===== src/rtl/cmt_sq_pkg.sv =====
package cmt_sq_pkg;
   typedef enum logic [2:0] {
      THR_IDLE   = 3'd0,
      THR_RUN    = 3'd1,
      THR_SQUASH = 3'd2,
      THR_TRAP   = 3'd3,
      THR_FTRAP  = 3'd4
   } thr_state_e;

   localparam int unsigned STATE_W = 3;
endpackage


===== src/rtl/cmt_trap_timer.sv =====
module cmt_trap_timer #(
   parameter int unsigned LAT_W = 4
) (
   input  logic             clk,
   input  logic             rst_n,
   input  logic             start,
   input  logic [LAT_W-1:0] lat,
   output logic             running,
   output logic             fire
);
   if (LAT_W < 1) begin : g_bad_lat
      $error("cmt_trap_timer: LAT_W must be at least 1");
   end

   logic [LAT_W-1:0] cnt_q;
   logic             run_q;

   always_ff @(posedge clk) begin
      if (!rst_n) begin
         run_q <= 1'b0;
         cnt_q <= '0;
      end else if (start) begin
         run_q <= 1'b1;
         cnt_q <= lat;
      end else if (run_q) begin
         if (cnt_q == '0) run_q <= 1'b0;
         else             cnt_q <= cnt_q - 1'b1;
      end
   end

   assign running = run_q;
   assign fire    = run_q && (cnt_q == '0);

   a_r1_count_down: assert property (@(posedge clk) disable iff (!rst_n)
      (run_q && !start && cnt_q != '0) |=> (run_q && cnt_q == $past(cnt_q) - 1'b1));
endmodule


===== src/rtl/cmt_seq_filter.sv =====
module cmt_seq_filter #(
   parameter int unsigned SEQ_W = 8
) (
   input  logic             valid,
   input  logic             blocked,
   input  logic [SEQ_W-1:0] seq,
   input  logic             incl,
   input  logic [SEQ_W-1:0] youngest,
   output logic             accept,
   output logic [SEQ_W-1:0] point
);
   if (SEQ_W < 2) begin : g_bad_seq
      $error("cmt_seq_filter: SEQ_W must be at least 2");
   end

   assign accept = valid && !blocked && (seq <= youngest);
   assign point  = incl ? seq - 1'b1 : seq;
endmodule


===== src/rtl/cmt_thread_sq.sv =====
module cmt_thread_sq
   import cmt_sq_pkg::*;
#(
   parameter int unsigned SEQ_W = 8,
   parameter int unsigned PC_W  = 16,
   parameter int unsigned LAT_W = 4
) (
   input  logic               clk,
   input  logic               rst_n,
   input  logic [LAT_W-1:0]   trap_lat,
   input  logic               trap_req,
   input  logic               ftrap_req,
   input  logic               ctx_req,
   input  logic               ex_valid,
   input  logic [SEQ_W-1:0]   ex_seq,
   input  logic               ex_incl,
   input  logic               ex_mispred,
   input  logic [PC_W-1:0]    ex_pc,
   input  logic               ins_valid,
   input  logic [SEQ_W-1:0]   ins_seq,
   input  logic               rob_empty,
   input  logic [SEQ_W-1:0]   rob_head_seq,
   input  logic               rob_sq_done,
   input  logic [PC_W-1:0]    saved_pc,
   output logic [STATE_W-1:0] state_o,
   output logic               bc_squash,
   output logic               bc_busy,
   output logic               bc_mispred,
   output logic [SEQ_W-1:0]   bc_done_seq,
   output logic [PC_W-1:0]    bc_redirect,
   output logic               conflict
);
   thr_state_e       st_q, st_a, st_n;
   logic [SEQ_W-1:0] yng_q, yng_a, yng_n;
   logic             tflag_q, cflag_q;
   logic             sq_q, busy_q, mp_q;
   logic [SEQ_W-1:0] done_q, done_a, done_n;
   logic [PC_W-1:0]  rd_q, rd_a, rd_n;
   logic             sq_a, busy_a, mp_a, sq_n, busy_n, mp_n;
   logic             tmr_start, tmr_run, tmr_fire;
   logic             ex_acc;
   logic [SEQ_W-1:0] ex_point;
   logic             take_trap, take_ctx;

   assign take_trap = tflag_q;
   assign take_ctx  = cflag_q && !tflag_q;

   // Stage A: squash-in-progress tracking and whole-thread squashes
   always_comb begin
      st_a   = st_q;
      yng_a  = yng_q;
      sq_a   = 1'b0;
      busy_a = 1'b0;
      mp_a   = 1'b0;
      done_a = done_q;
      rd_a   = rd_q;
      if (st_q == THR_SQUASH) begin
         if (rob_sq_done) st_a = THR_RUN;
         else             busy_a = 1'b1;
      end
      if (take_trap || take_ctx) begin
         done_a = rob_empty ? '0 : rob_head_seq - 1'b1;
         yng_a  = '0;
         sq_a   = 1'b1;
         busy_a = 1'b1;
         mp_a   = 1'b0;
         rd_a   = saved_pc;
         st_a   = THR_SQUASH;
      end
   end

   cmt_seq_filter #(.SEQ_W(SEQ_W)) u_filter (
      .valid    (ex_valid),
      .blocked  (st_a == THR_TRAP),
      .seq      (ex_seq),
      .incl     (ex_incl),
      .youngest (yng_a),
      .accept   (ex_acc),
      .point    (ex_point)
   );

   // Stage B: execute squash, insertion, trap arming
   always_comb begin
      st_n      = st_a;
      yng_n     = yng_a;
      sq_n      = sq_a;
      busy_n    = busy_a;
      mp_n      = mp_a;
      done_n    = done_a;
      rd_n      = rd_a;
      tmr_start = 1'b0;
      if (ex_acc) begin
         done_n = ex_point;
         yng_n  = ex_point;
         sq_n   = 1'b1;
         busy_n = 1'b1;
         mp_n   = ex_mispred;
         rd_n   = ex_pc;
         st_n   = THR_SQUASH;
      end
      if (ins_valid && st_n != THR_SQUASH) begin
         yng_n = ins_seq;
         if (st_n == THR_IDLE) st_n = THR_RUN;
      end
      if ((trap_req || ftrap_req) && (st_n == THR_IDLE || st_n == THR_RUN)) begin
         tmr_start = 1'b1;
         st_n      = trap_req ? THR_TRAP : THR_FTRAP;
      end
   end

   cmt_trap_timer #(.LAT_W(LAT_W)) u_timer (
      .clk     (clk),
      .rst_n   (rst_n),
      .start   (tmr_start),
      .lat     (trap_lat),
      .running (tmr_run),
      .fire    (tmr_fire)
   );

   always_ff @(posedge clk) begin
      if (!rst_n) begin
         st_q    <= THR_IDLE;
         yng_q   <= '0;
         tflag_q <= 1'b0;
         cflag_q <= 1'b0;
         sq_q    <= 1'b0;
         busy_q  <= 1'b0;
         mp_q    <= 1'b0;
         done_q  <= '0;
         rd_q    <= '0;
      end else begin
         st_q    <= st_n;
         yng_q   <= yng_n;
         tflag_q <= (tflag_q && !take_trap) || (tmr_fire && !tmr_start);
         cflag_q <= (cflag_q && !take_ctx) || ctx_req;
         sq_q    <= sq_n;
         busy_q  <= busy_n;
         mp_q    <= mp_n;
         done_q  <= done_n;
         rd_q    <= rd_n;
      end
   end

   assign state_o     = st_q;
   assign bc_squash   = sq_q;
   assign bc_busy     = busy_q;
   assign bc_mispred  = mp_q;
   assign bc_done_seq = done_q;
   assign bc_redirect = rd_q;
   assign conflict    = tflag_q && cflag_q;

   a_r1_flag_from_timer: assert property (@(posedge clk) disable iff (!rst_n)
      $rose(tflag_q) |-> $past(tmr_run));
   a_r2_trap_first: assert property (@(posedge clk) disable iff (!rst_n)
      (tflag_q && cflag_q) |=> (bc_squash && cflag_q && !tflag_q));
   a_r3_stale_reject: assert property (@(posedge clk) disable iff (!rst_n)
      (ex_valid && ex_seq > yng_q && !tflag_q && !cflag_q) |=> !bc_squash);
   a_r3_trap_blocks: assert property (@(posedge clk) disable iff (!rst_n)
      (st_q == THR_TRAP && !tflag_q && !cflag_q) |=> !bc_squash);
   a_r5_full_redirect: assert property (@(posedge clk) disable iff (!rst_n)
      ((tflag_q || cflag_q) && !(ex_valid && ex_seq == '0))
         |=> (bc_squash && !bc_mispred && bc_redirect == $past(saved_pc)));
   a_r6_busy_hold: assert property (@(posedge clk) disable iff (!rst_n)
      (st_q == THR_SQUASH && !rob_sq_done) |=> bc_busy);
endmodule


===== src/rtl/cmt_squash_ctrl.sv =====
module cmt_squash_ctrl
   import cmt_sq_pkg::*;
#(
   parameter int unsigned NT    = 2,
   parameter int unsigned SEQ_W = 8,
   parameter int unsigned PC_W  = 16,
   parameter int unsigned LAT_W = 4
) (
   input  logic                  clk,
   input  logic                  rst_n,
   input  logic [LAT_W-1:0]      trap_lat,
   input  logic [NT-1:0]         trap_req,
   input  logic [NT-1:0]         ftrap_req,
   input  logic [NT-1:0]         ctx_req,
   input  logic [NT-1:0]         ex_valid,
   input  logic [NT*SEQ_W-1:0]   ex_seq,
   input  logic [NT-1:0]         ex_incl,
   input  logic [NT-1:0]         ex_mispred,
   input  logic [NT*PC_W-1:0]    ex_pc,
   input  logic [NT-1:0]         ins_valid,
   input  logic [NT*SEQ_W-1:0]   ins_seq,
   input  logic [NT-1:0]         rob_empty,
   input  logic [NT*SEQ_W-1:0]   rob_head_seq,
   input  logic [NT-1:0]         rob_sq_done,
   input  logic [NT*PC_W-1:0]    saved_pc,
   output logic [NT*STATE_W-1:0] thr_state,
   output logic [NT-1:0]         bc_squash,
   output logic [NT-1:0]         bc_busy,
   output logic [NT-1:0]         bc_mispred,
   output logic [NT*SEQ_W-1:0]   bc_done_seq,
   output logic [NT*PC_W-1:0]    bc_redirect,
   output logic [NT-1:0]         conflict
);
   if (NT < 1) begin : g_bad_nt
      $error("cmt_squash_ctrl: NT must be at least 1");
   end
   if (PC_W < 1) begin : g_bad_pc
      $error("cmt_squash_ctrl: PC_W must be at least 1");
   end

   for (genvar t = 0; t < NT; t++) begin : g_thr
      cmt_thread_sq #(.SEQ_W(SEQ_W), .PC_W(PC_W), .LAT_W(LAT_W)) u_thr (
         .clk          (clk),
         .rst_n        (rst_n),
         .trap_lat     (trap_lat),
         .trap_req     (trap_req[t]),
         .ftrap_req    (ftrap_req[t]),
         .ctx_req      (ctx_req[t]),
         .ex_valid     (ex_valid[t]),
         .ex_seq       (ex_seq[t*SEQ_W +: SEQ_W]),
         .ex_incl      (ex_incl[t]),
         .ex_mispred   (ex_mispred[t]),
         .ex_pc        (ex_pc[t*PC_W +: PC_W]),
         .ins_valid    (ins_valid[t]),
         .ins_seq      (ins_seq[t*SEQ_W +: SEQ_W]),
         .rob_empty    (rob_empty[t]),
         .rob_head_seq (rob_head_seq[t*SEQ_W +: SEQ_W]),
         .rob_sq_done  (rob_sq_done[t]),
         .saved_pc     (saved_pc[t*PC_W +: PC_W]),
         .state_o      (thr_state[t*STATE_W +: STATE_W]),
         .bc_squash    (bc_squash[t]),
         .bc_busy      (bc_busy[t]),
         .bc_mispred   (bc_mispred[t]),
         .bc_done_seq  (bc_done_seq[t*SEQ_W +: SEQ_W]),
         .bc_redirect  (bc_redirect[t*PC_W +: PC_W]),
         .conflict     (conflict[t])
      );
   end
endmodule


===== config.mk =====
export PLATFORM = sky130hd
export DESIGN_NAME = cmt_squash_ctrl
export DESIGN_NICKNAME = d
export VERILOG_FILES = /design/src/rtl/cmt_sq_pkg.sv /design/src/rtl/cmt_trap_timer.sv /design/src/rtl/cmt_seq_filter.sv /design/src/rtl/cmt_thread_sq.sv /design/src/rtl/cmt_squash_ctrl.sv
export SDC_FILE = /design/constraint.sdc
export NUM_CORES = 1
export LEC_CHECK = 0
export BUFFER_PORTS_ARGS = -buffer_cell sky130_fd_sc_hd__buf_2
export CAP_MARGIN = 20
export CORE_MARGIN = 5
export CORE_UTILIZATION = 35
export CTS_CLUSTER_DIAMETER = 40
export CTS_CLUSTER_SIZE = 14
export DETAILED_ROUTE_END_ITERATION = 7
export PLACE_DENSITY = 0.56
export REMOVE_ABC_BUFFERS = 1
export SLEW_MARGIN = 20
export SYNTH_ARGS = -nofsm -noshare
export SYNTH_HDL_FRONTEND = slang
export SYNTH_HIERARCHICAL = 1
export SYNTH_SLANG_ARGS = --single-unit

===== constraint.sdc =====
create_clock -name clk -period 8.8 [get_ports clk]
set_input_delay 1.76 -clock clk [delete_from_list [all_inputs] [get_ports clk]]
set_output_delay 1.76 -clock clk [all_outputs]
set_load 0.02 [all_outputs]

==> results of run 1 <==
[layer usage]
metal	vias up	global-route usage	part of all wire
met5	-	0	0
met4	0	0.03371	0.0073
met3	8	0.06040	0.079
met2	153	0.2918	0.49
met1	2280	0.1971	0.43
li1	2481	-	-
[critical path, delay by kind of cell]
| family | cells | cell delay [ns] |
|---|---|---|
| AOI/OAI and AO/OA | 7 | 1.35 |
| buffers and inverters | 3 | 0.52 |
| and+or+nand+nor | 2 | 0.38 |
| adders and majority gates | 1 | 0.30 |
[through the flow]
stage	std cells	setup WS, ns	total power, W	util
floorplan	568	3.625	0.0008377	-
global placement	954	4.409	0.0009897	0.4325
detailed placement	954	4.353	0.001002	0.4325
CTS	970	4.709	0.001409	0.4539
global route	970	4.417	0.001485	0.4541
finish	971	4.710	0.001388	0.4543
[flip-flops by register name (all words and copies together) (netlist names)]
| register | flops |
|---|---|
| g_thr.u_thr/bc_squash | 2 |
| g_thr.u_thr/state_o | 6 |
| g_thr.u_thr/take_trap | 2 |
| g_thr.u_thr/u_timer/cnt_q | 8 |
| g_thr.u_thr/bc_redirect | 32 |
| g_thr.u_thr/yng_q | 16 |
| g_thr.u_thr/bc_busy | 2 |
| g_thr.u_thr/u_timer/running | 2 |
| g_thr.u_thr/bc_done_seq | 16 |
| g_thr.u_thr/bc_mispred | 2 |
| g_thr.u_thr/cflag_q | 2 |
[power groups by stage]
stage	Clock [W]	Sequential [W]	Combinational, W
6_report	0.000399	0.000519	0.000470
5_1_grt	0.000434	0.000529	0.000522
4_1_cts	0.000415	0.000519	0.000476
3_5_place_dp	0	0.000528	0.000474
3_3_place_gp	0	0.000526	0.000464
2_1_floorplan	0	0.000577	0.000260
[area by class of cell]
cell class	count	share of cell area
Clock buffer	10	0.03619
Antenna cell	1	0.0003790
Clock inverter	6	0.01099
Timing Repair Buffer	202	0.1550
Tap cell	184	0.03487
Multi-Input combinational cell	414	0.4533
Sequential cell	90	0.2729
Inverter	64	0.03638
[logic make-up after synthesis]
kind of cell	after synthesis	synth area share
DFF	90	0.3482
adders and majority gates	22	0.05319
buffers and inverters	96	0.07399
and+or+nand+nor	178	0.1760
muxes	38	0.07399
AOI/OAI and AO/OA	150	0.2307
xor gates and xnor gates	26	0.04400
[cells in the final DEF, fill, tap and decap left out, types with 4 or more instances in the layout]
cell / Yosys / routed
sky130_fd_sc_hd__buf_2: 6 / 197
sky130_fd_sc_hd__dfxtp_1: 90 / 90
sky130_fd_sc_hd__nand2_1: 88 / 88
sky130_fd_sc_hd__inv_1: 64 / 64
sky130_fd_sc_hd__o211a_1: 52 / 52
sky130_fd_sc_hd__mux2i_1: 36 / 36
sky130_fd_sc_hd__o21ai_0: 24 / 24
sky130_fd_sc_hd__ha_1: 22 / 22
sky130_fd_sc_hd__nor2_1: 22 / 21
sky130_fd_sc_hd__a21oi_1: 16 / 16
sky130_fd_sc_hd__o211ai_1: 14 / 14
sky130_fd_sc_hd__xor2_1: 14 / 14
sky130_fd_sc_hd__xnor2_1: 12 / 12
sky130_fd_sc_hd__clkbuf_16: 0 / 9
sky130_fd_sc_hd__nand3_1: 8 / 8
sky130_fd_sc_hd__nor3_1: 8 / 8
sky130_fd_sc_hd__or3_1: 6 / 6
sky130_fd_sc_hd__o21a_1: 6 / 6
sky130_fd_sc_hd__and2_1: 6 / 6
sky130_fd_sc_hd__nor3b_1: 6 / 6
sky130_fd_sc_hd__or3b_1: 6 / 6
sky130_fd_sc_hd__buf_4: 0 / 5
sky130_fd_sc_hd__nand2b_1: 4 / 4
sky130_fd_sc_hd__a31oi_1: 4 / 4
sky130_fd_sc_hd__o211ai_2: 4 / 4
sky130_fd_sc_hd__nor4_1: 4 / 4
sky130_fd_sc_hd__a21boi_0: 4 / 4
sky130_fd_sc_hd__a211o_1: 4 / 4
sky130_fd_sc_hd__a221oi_1: 4 / 4
sky130_fd_sc_hd__o311ai_0: 4 / 4
sky130_fd_sc_hd__o2111ai_1: 4 / 4
sky130_fd_sc_hd__nand4_1: 4 / 4
[worst paths after layout]
kind / endpoint / cells past startpoint / slack, ns
setup / recovery: g_thr[0].u_thr/u_timer/cnt_q[2]$_SDFFE_PN0P_ / 13 / 4.71
hold / removal: g_thr[1].u_thr/bc_redirect[0]$_SDFFE_PN0P_ / 1 / 0.49
setup reg to reg: g_thr[1].u_thr/u_timer/cnt_q[3]$_SDFFE_PN0P_ / 15 / 4.87
hold reg to reg: g_thr[1].u_thr/bc_redirect[0]$_SDFFE_PN0P_ / 1 / 0.49
==> summary.md, run 1 <==
| Metric | Value |
|---|---|
| Synth Instances | `600` |
| Average footprint of a synthesized cell | `between 8 and 9 sq um` |
| Remaining global-route overflow | `0` |
| Number of sinks handled by clock tree synthesis | `90` |
| Hold Startpoint | `g_thr[1].u_thr/bc_redirect[0]$_SDFFE_PN0P_` |
| Post-detailed-placement cell area | `6286 sq um` |
| Final-report hold violation count | `0` |
| Clock latency reported for the late side of the worst-skew pair | `0.34 ns` |
| Post-synthesis sequential area ratio | `0.3482` |
| CP Launch Type | `input port` |
| Final GP Congestion | `a little over 0.8` |
| Full die area | `17320 sq um` |
| Crit path from | `ex_seq[5]` |
| Initial core utilization | `0.3561` |
| Fraction of power spent switching nets | `0.3519` |
| Number of synthesized register bits | `90` |
| Average wire length per cell after detail routing | `15.16 microns` |
| Largest cells by area after synthesis | `sky130_fd_sc_hd__dfxtp_1, sky130_fd_sc_hd__o211a_1, sky130_fd_sc_hd__mux2i_1` |
| Post-synthesis cell type count | `47` |
| Synth cell count leaders | `sky130_fd_sc_hd__dfxtp_1, sky130_fd_sc_hd__nand2_1, sky130_fd_sc_hd__inv_1` |
| Classification of the worst-slack hold path | `flip-flop to flip-flop` |
| Launch instance of the worst register-to-register path | `g_thr[1].u_thr/take_trap$_SDFF_PN0_` |
| Relative slew slack | `0.2796` |
| Number of setup buffers added after CTS | `0` |
| Max-slew violations | `0` |
| Number of core rows | `44` |
| Total negative slack for setup checks | `0 ns` |
| Main synth FF type | `sky130_fd_sc_hd__dfxtp_1` |
| Multi-input gate area | `2993 sq um` |
| Post-DP HPWL | `approximately 11 mm` |
| Violation count after the first detailed-route iteration | `213` |
| First-pass GRT wire length | `24.55 mm` |
| Proportion of register bits with asynchronous set or reset after synthesis | `0` |
| Largest stage delay, worst path | `0.38 ns` |
| Width of the chip | `131.6 microns` |
| Cell area after synthesis | `between 5000 and 6000 sq um` |
| Required time reported for the critical path endpoint | `around 9 ns` |
| Routed Antenna Nets | `0` |
| Fraction of power consumed by the clock network | `0.288` |
| Worst EP arrival | `4.32 ns` |
| Pin count of the biggest net entering global routing | `95` |
| Net switching power | `approximately 0.00049 W` |
| Die Ht | `131.6 microns` |
| Period Utilization, post-route | `0.4648` |
| Cell type with the highest aggregate area in the netlist | `sky130_fd_sc_hd__dfxtp_1` |
| Total global-route track usage | `0.1669` |
| Class of the most critical setup path | `input port to flip-flop` |
| Initial antenna violation count | `0` |
| Max-cap viol count | `0` |
| Wire length after detailed routing | `14.72 mm` |
| F_max | `roughly 0.24 GHz` |
| Hold bufs inserted after CTS | `0` |
| Final period demand of the worst path | `4.090 ns` |
| Port Buf Inserts | `197` |
| Pwr Density | `210.2 nW/um^2` |
| Vias | `roughly 5000` |
| Slowest CP cell | `sky130_fd_sc_hd__a211oi_1` |
| Combinational Power Share | `0.338` |
| Crit-path cells | `buf_2, ha_1, a211o_1, o211ai_1, a31oi_1, nand2_1, or3_1, buf_4, a211oi_1, o21a_1, inv_1, o21ai_0, a21oi_1` |
| Layout overhead on the synthesized area | `27.59%` |
| Gates resized, CTS repair | `0` |
| Filler cells | `1462` |
| Cell at the root of the clock tree | `sky130_fd_sc_hd__clkbuf_16` |
| Leakage dissipation | `3.498 nW` |
| Ys Warns | `6` |
| CTS tree | `yes` |
| Hold Worst Slack | `0.4949 ns` |
| Clock transition at the registers of the reported paths | `0.07 ns` |
| Status | `completed` |
| Final setup violation count | `0` |
| Sequential Power Share | `0.374` |
| Largest buffer count on any clock path | `2` |
| Measured slew at the worst slew-check pin | `1.077 ns` |
| Remaining DRCs | `0` |
| Setup repair after global routing missed its margin | `no` |
| Internal power of the cells | `roughly 0.0009 W` |
| Element type at the critical path end | `flip-flop` |
| Vias/cell | `5.069` |
| Proportion of netlist area held by the largest area contributor | `0.3482` |
| Core Area | `14530 sq um` |
| Number of nets in the final layout | `939` |
| Combined flip-flop and latch cell area | `1802 sq um` |
| Count leader, synth | `sky130_fd_sc_hd__dfxtp_1` |
| H-Tree Level Count | `3` |
| VDD IR-drop max | `106.0 uV` |
| Number of global-route vias before repair | `5107` |
| Largest fanout on the critical path | `between 40 and 50` |
| Pre-antenna DRT Iters | `4` |
| Fraction of layout cells with a size suffix above 1 | `0.2964` |
| Final standard cell area without fillers | `~6600 sq um` |
| Clock tree skew after final layout | `between 0.007 and 0.008 ns` |
| Number of enable-type register cells in the synthesized netlist | `0` |
| Number of buffers created by CTS | `9` |
| I/O pin count | `198` |
Power figures use the tool's default switching activity.
==> run 2, diff against run 1 <==
Settings changed: PLACE_DENSITY 0.56 to 0.59.
Clock period 8.8 ns to 3.5 ns, I/O delays scaled along.
==> summary.md, run 2 (synthesis results as in run 1) <==
| Metric | Value |
|---|---|
| Class of the most critical setup path | `flip-flop to flip-flop` |
| Number of core rows | `44 (unchanged)` |
| First-pass GRT wire length | `23.61 mm (-3.8%)` |
| Leakage dissipation | `3.510 nW (+0.33%)` |
| Largest buffer count on any clock path | `2 (unchanged)` |
| Clock latency reported for the late side of the worst-skew pair | `0.35 ns (about the same)` |
| Full die area | `17320 sq um (unchanged)` |
| Pre-antenna DRT Iters | `5 (+1)` |
| Final GP Congestion | `0.9335 (+15%)` |
| Most frequent cells in the layout | `sky130_fd_sc_hd__buf_2, sky130_fd_sc_hd__dfxtp_1, sky130_fd_sc_hd__nand2_1` |
| Wire length after detailed routing | `14.75 mm (+0.21%)` |
| Violation count after the first detailed-route iteration | `208 (-2.3%)` |
| Relative slew slack | `0.5961 (+0.3165)` |
| Initial core utilization | `0.3561 (unchanged)` |
| Number of sinks handled by clock tree synthesis | `90 (unchanged)` |
| Number of buffers created by CTS | `9 (unchanged)` |
| Final-report hold violation count | `0 (unchanged)` |
| Filler cells | `1482 (+1.4%)` |
| Number of nets in the final layout | `944 (+0.53%)` |
| Vias/cell | `5.191 (+2.4%)` |
| Hold bufs inserted after CTS | `0 (unchanged)` |
| Number of global-route vias before repair | `5052 (-1.1%)` |
| Hold Worst Slack | `0.4946 ns (-0.0003040 ns)` |
| Total global-route track usage | `0.1630 (-0.003845)` |
| Port Buf Inserts | `197 (unchanged)` |
| CTS tree | `yes` |
| Clock transition at the registers of the reported paths | `0.06 ns (about the same)` |
| Final setup violation count | `0 (unchanged)` |
| Most common library cell in the layout ignoring fill and taps | `sky130_fd_sc_hd__buf_2` |
| Core Area | `14530 sq um (unchanged)` |
| Worst EP arrival | `3.46 ns (-0.86 ns)` |
| Final period demand of the worst path | `3.179 ns` |
| Fraction of layout cells with a size suffix above 1 | `0.2984 (+0.001919)` |
| Width of the chip | `131.6 microns (unchanged)` |
| Average wire length per cell after detail routing | `15.11 microns (-0.30%)` |
| Classification of the worst-slack hold path | `flip-flop to flip-flop` |
| Number of flip-flops in the largest register | `32 (unchanged)` |
| Status | `completed` |
| Remaining DRCs | `0 (unchanged)` |
| Die Ht | `131.6 microns (unchanged)` |
| Layout overhead on the synthesized area | `27.95%` |
| Vias | `5066 (+2.9%)` |
| Cell at the root of the clock tree | `sky130_fd_sc_hd__clkbuf_16` |
| I/O pin count | `198 (unchanged)` |
| Max-cap viol count | `0 (unchanged)` |
| Required time reported for the critical path endpoint | `3.79 ns (-5.24 ns)` |
| Pin count of the biggest net entering global routing | `38 (-60%)` |
| F_max | `0.3145 GHz` |
| CP Launch Type | `flip-flop` |
| Routed Antenna Nets | `0 (unchanged)` |
| Final instance count without filler cells | `976 (+0.51%)` |
| Post-Place Worst Slack | `0.2681 ns (-4.085 ns)` |
| Initial antenna violation count | `2 (+2)` |
| Max-slew violations | `0 (unchanged)` |
| Setup ws final | `0.3207 ns (-4.389 ns)` |
| Measured slew at the worst slew-check pin | `0.6058 ns (-0.4708 ns)` |
| H-Tree Level Count | `3 (unchanged)` |
| Clock tree skew after final layout | `0.008089 ns (+0.0007837 ns)` |
| Total placed cells including tap cells | `959 (+0.52%)` |
| VDD IR-drop max | `239.4 uV (+130%)` |
| Largest fanout on the critical path | `16 (-62%)` |
| Post-DP HPWL | `11.60 mm (+1.3%)` |
| Element type at the critical path end | `flip-flop` |
| Setup repair after global routing missed its margin | `no` |
| Remaining global-route overflow | `0 (unchanged)` |
| Pwr Density | `518.8 nW/um^2 (+150%)` |
| Period Utilization, post-route | `0.9084` |
-- run 2: per-layer routing --
layer	track usage	up-vias	part of all wire
li1	-	2509	-
met1	0.1951	2348	0.42
met2	0.2712	188	0.47
met3	0.06002	19	0.088
met4	0.05371	2	0.014
met5	0	-	0.00047
-- run 2: power breakdown --
group,internal (W),total (W),switching [W],leakage (nW)
clock network,0.000541,0.000934,0.000394,0.136
registers,0.00120,0.00131,0.000108,0.745
logic,0.000492,0.00119,0.000702,2.63
total,0.00223,0.00343,0.00120,3.51
-- run 2: layout make-up --
class                      instances  area, sq um  area share
tap                              184        230.2     0.03477
timing repair buffer             207         1061      0.1602
inverter                          64        240.2     0.03628
multi-input combinational        414         3000      0.4531
clock buffer                      15        277.8     0.04195
clock inverter                     1        7.507    0.001134
sequential                        90         1802      0.2721
antenna                            1        2.502   0.0003779
-- run 2: final timing paths --
check	from	end	slack, ns	depth (start not counted)
setup / recovery	g_thr[1].u_thr/take_trap$_SDFF_PN0_	g_thr[1].u_thr/yng_q[0]$_SDFF_PN0_	0.32	14
hold reg to reg	g_thr[1].u_thr/bc_redirect[14]$_SDFFE_PN0P_	g_thr[1].u_thr/bc_redirect[14]$_SDFFE_PN0P_	0.49	1
setup reg to reg	g_thr[1].u_thr/take_trap$_SDFF_PN0_	g_thr[1].u_thr/yng_q[0]$_SDFF_PN0_	0.32	14
hold / removal	g_thr[1].u_thr/bc_redirect[14]$_SDFFE_PN0P_	g_thr[1].u_thr/bc_redirect[14]$_SDFFE_PN0P_	0.49	1
-- run 2: worst max-delay path: stages (launching register included) --
cell	delay (ns)
sky130_fd_sc_hd__dfxtp_1	0.33
sky130_fd_sc_hd__nor2_1	0.18
sky130_fd_sc_hd__buf_4	0.24
sky130_fd_sc_hd__nand2_1	0.10
sky130_fd_sc_hd__inv_1	0.06
sky130_fd_sc_hd__inv_1	0.04
sky130_fd_sc_hd__ha_1	0.28
sky130_fd_sc_hd__nand4_1	0.12
sky130_fd_sc_hd__nor4_1	0.06
sky130_fd_sc_hd__a31oi_1	0.13
sky130_fd_sc_hd__nand2_1	0.08
sky130_fd_sc_hd__or3_1	0.43
sky130_fd_sc_hd__or3b_1	0.66
sky130_fd_sc_hd__o211ai_1	0.22
sky130_fd_sc_hd__o211a_1	0.17
-- run 2: through the flow --
stage | power (W) | util | setup TNS (ns) | cell area, sq um
3_3_place_gp | 0.002493 | 0.4351 | 0 | 6324
2_1_floorplan | 0.002106 | - | -44.46 | 5032
6_report | 0.003435 | 0.4556 | 0 | 6621
3_5_place_dp | 0.002527 | 0.4351 | 0 | 6324
5_1_grt | 0.003660 | 0.4556 | 0 | 6621
4_1_cts | 0.003476 | 0.4547 | 0 | 6609
-- run 2: what timing repair did --
action                                  CTS  global route
buffers inserted                          0             0
resized for setup                         0             2
endpoints found under the setup margin    0             8
==> run 3, diff against run 2 <==
--- a/config.mk
+++ b/config.mk
@@ -8,3 +8,3 @@
 export BUFFER_PORTS_ARGS = -buffer_cell sky130_fd_sc_hd__buf_2
-export CAP_MARGIN = 20
+export CAP_MARGIN = 15
 export CORE_MARGIN = 5
==> constraint.sdc (replaced) <==
create_clock -name clk -period 3.5 [get_ports clk]
set_input_delay 0.175 -clock clk [delete_from_list [all_inputs] [get_ports clk]]
set_output_delay 0.175 -clock clk [all_outputs]
set_load 0.02 [all_outputs]
==> summary.md, run 3 (synthesis results as in run 1) <==
| Metric | Value |
|---|---|
| Full die area | `17320 sq um (unchanged)` |
| Final setup violation count | `0 (unchanged)` |
| Reg-to-reg critical path endpoint | `g_thr[1].u_thr/u_timer/cnt_q[0]$_SDFFE_PN0P_` |
| Setup repair after global routing missed its margin | `no` |
| Crit path from | `g_thr[1].u_thr/take_trap$_SDFF_PN0_` |
| Final-report hold violation count | `0 (unchanged)` |
| F_max | `0.3115 GHz (-0.96%)` |
| Number of nets in the final layout | `942 (-0.21%)` |
| Total global-route track usage | `0.1672 (+0.004139)` |
| Number of cells traversed by the worst register-to-register path | `15 (+1)` |
| Combinational Power Share | `0.345 (-0.003)` |
| Final period demand of the worst path | `3.210 ns (+0.03089 ns)` |
| Pwr Density | `523.2 nW/um^2 (+0.86%)` |
| Port Buf Inserts | `197 (unchanged)` |
| Relative slew slack | `0.5981 (+0.001934)` |
| Measured slew at the worst slew-check pin | `0.6029 ns (-0.002901 ns)` |
| Worst EP arrival | `3.45 ns (about the same)` |
| Worst reg2reg setup slack | `0.29 ns (-0.03 ns)` |
| Post-DP HPWL | `11.33 mm (-2.3%)` |
| Width of the chip | `131.6 microns (unchanged)` |
| Vias | `4982 (-1.7%)` |
| Gates resized, CTS repair | `0 (unchanged)` |
| Final standard cell area without fillers | `6618 sq um (about the same)` |
| Hold bufs inserted after CTS | `0 (unchanged)` |
| Number of flip-flops in the largest register | `32 (unchanged)` |
| Multi-input gate area | `2995 sq um (-0.17%)` |
| Max-slew violations | `0 (unchanged)` |
| Hold Worst Slack | `0.07831 ns (-0.4163 ns)` |
| I/O pin count | `198 (unchanged)` |
| Pre-antenna DRT Iters | `4 (-1)` |
| Largest buffer count on any clock path | `2 (unchanged)` |
| Clock tree skew after final layout | `0.006634 ns (-0.001455 ns)` |
| Average wire length per cell after detail routing | `15.35 microns (+1.6%)` |
| Final GP Congestion | `0.8780 (-5.9%)` |
| Post-route total power | `0.003463 W (+0.80%)` |
| Layout overhead on the synthesized area | `27.88% (about the same)` |
| Combined flip-flop and latch cell area | `1802 sq um (unchanged)` |
| Launch instance of the worst register-to-register path | `g_thr[1].u_thr/take_trap$_SDFF_PN0_` |
| Status | `completed` |
| Max-cap viol count | `0 (unchanged)` |
| Fraction of power consumed by the clock network | `0.278 (+0.006)` |
| Number of global-route vias before repair | `5075 (+0.46%)` |
| Initial antenna violation count | `2 (unchanged)` |
| Fraction of layout cells with a size suffix above 1 | `0.2957 (-0.002671)` |
| Clock transition at the registers of the reported paths | `0.06 ns (about the same)` |
| Remaining global-route overflow | `0 (unchanged)` |
| CP Launch Type | `flip-flop` |
| Fraction of power spent switching nets | `0.3484 (-0.002040)` |
| CTS tree | `yes` |
| Clock latency reported for the late side of the worst-skew pair | `0.34 ns (about the same)` |
| First-pass GRT wire length | `24.20 mm (+2.5%)` |
| Internal power of the cells | `0.002256 W (+1.1%)` |
| Pin count of the biggest net entering global routing | `95 (+150%)` |
| Element type at the critical path end | `flip-flop` |
| Core Area | `14530 sq um (unchanged)` |
| VDD IR-drop max | `258.4 uV (+7.9%)` |
| Cell at the root of the clock tree | `sky130_fd_sc_hd__clkbuf_16` |
| Routed Antenna Nets | `0 (unchanged)` |
| H-Tree Level Count | `3 (unchanged)` |
| Number of sinks handled by clock tree synthesis | `90 (unchanged)` |
| Sequential Power Share | `0.377 (-0.003)` |
| Vias/cell | `5.115 (-1.5%)` |
| Number of buffers created by CTS | `9 (unchanged)` |
| Post-detailed-placement cell area | `6321 sq um (about the same)` |
| Violation count after the first detailed-route iteration | `237 (+14%)` |
| Wire length after detailed routing | `14.95 mm (+1.3%)` |
| Net switching power | `0.001206 W (+0.22%)` |
| Class of the most critical setup path | `flip-flop to flip-flop` |
| Number of setup buffers added after CTS | `0 (unchanged)` |
| Remaining DRCs | `0 (unchanged)` |
| Termination of the worst setup path | `g_thr[1].u_thr/u_timer/cnt_q[0]$_SDFFE_PN0P_` |
| Most common library cell in the layout ignoring fill and taps | `sky130_fd_sc_hd__buf_2` |
| Filler cells | `1475 (-0.47%)` |
| Largest fanout on the critical path | `9 (-7)` |
| Number of core rows | `44 (unchanged)` |
| Classification of the worst-slack hold path | `input port to flip-flop` |
| Required time reported for the critical path endpoint | `3.74 ns (-0.05 ns)` |
| Leakage dissipation | `3.510 nW (about the same)` |
| Initial core utilization | `0.3561 (unchanged)` |
| Most frequent cells in the layout | `sky130_fd_sc_hd__buf_2, sky130_fd_sc_hd__dfxtp_1, sky130_fd_sc_hd__nand2_1` |
| Period Utilization, post-route | `0.9172 (+0.008826)` |
| Die Ht | `131.6 microns (unchanged)` |
## run 3: metal layers
layer | wire length, microns | up-vias | track usage
met2 | 6803 | 181 | 0.2740
met1 | 6546 | 2283 | 0.2082
li1 | - | 2494 | -
met3 | 1236 | 22 | 0.04893
met4 | 344 | 2 | 0.06229
met5 | 18 | - | 0
## run 3: critical path, stage by stage, from the launching register on
cell	delay, ns
sky130_fd_sc_hd__dfxtp_1	0.33
sky130_fd_sc_hd__nor2_1	0.15
sky130_fd_sc_hd__buf_4	0.18
sky130_fd_sc_hd__nand2_1	0.08
sky130_fd_sc_hd__inv_1	0.06
sky130_fd_sc_hd__inv_1	0.04
sky130_fd_sc_hd__ha_1	0.28
sky130_fd_sc_hd__a211o_1	0.13
sky130_fd_sc_hd__o211ai_1	0.12
sky130_fd_sc_hd__a31oi_1	0.20
sky130_fd_sc_hd__nand2_1	0.09
sky130_fd_sc_hd__or3_1	0.42
sky130_fd_sc_hd__a211oi_1	0.37
sky130_fd_sc_hd__o21a_1	0.29
sky130_fd_sc_hd__inv_1	0.13
sky130_fd_sc_hd__a311oi_1	0.25
## run 3: worst min-delay path by stage
stage	start	end	slack [ns]	depth (start not counted)
after floorplan	rst_n	g_thr[0].u_thr/bc_done_seq[5]$_SDFFE_PN0P_	0.28	2
after global placement	ctx_req[1]	g_thr[1].u_thr/cflag_q$_SDFF_PN0_	0.41	2
after detailed placement	ctx_req[1]	g_thr[1].u_thr/cflag_q$_SDFF_PN0_	0.41	2
after CTS	ctx_req[1]	g_thr[1].u_thr/cflag_q$_SDFF_PN0_	0.05	2
after global routing	ctx_req[1]	g_thr[1].u_thr/cflag_q$_SDFF_PN0_	0.07	2
final	ctx_req[1]	g_thr[1].u_thr/cflag_q$_SDFF_PN0_	0.08	2
## run 3: layout make-up
type	count	area share
Tap cell	184	0.03479
Sequential cell	90	0.2723
Clock inverter	3	0.006050
Multi-Input combinational cell	414	0.4526
Clock buffer	12	0.03725
Inverter	64	0.03630
Antenna cell	2	0.0007563
Timing Repair Buffer	205	0.1600
## run 3: stage by stage
stage,TNS [ns],std cells,utilization,worst slack (ns)
3_5_place_dp,0,957,0.4349,0.3434
5_1_grt,0,973,0.4551,0.004011
6_report,0,974,0.4553,0.2898
3_3_place_gp,0,957,0.4349,0.4389
4_1_cts,0,972,0.4546,0.2803
2_1_floorplan,-44.46,568,-,-0.9724
## run 3: power by group through the flow
stage	clock network, W	registers [W]	logic [W]
6_report	0.000964	0.00131	0.00119
5_1_grt	0.00105	0.00133	0.00132
4_1_cts	0.00100	0.00131	0.00121
3_5_place_dp	0	0.00133	0.00120
3_3_place_gp	0	0.00132	0.00118
2_1_floorplan	0	0.00145	0.000654
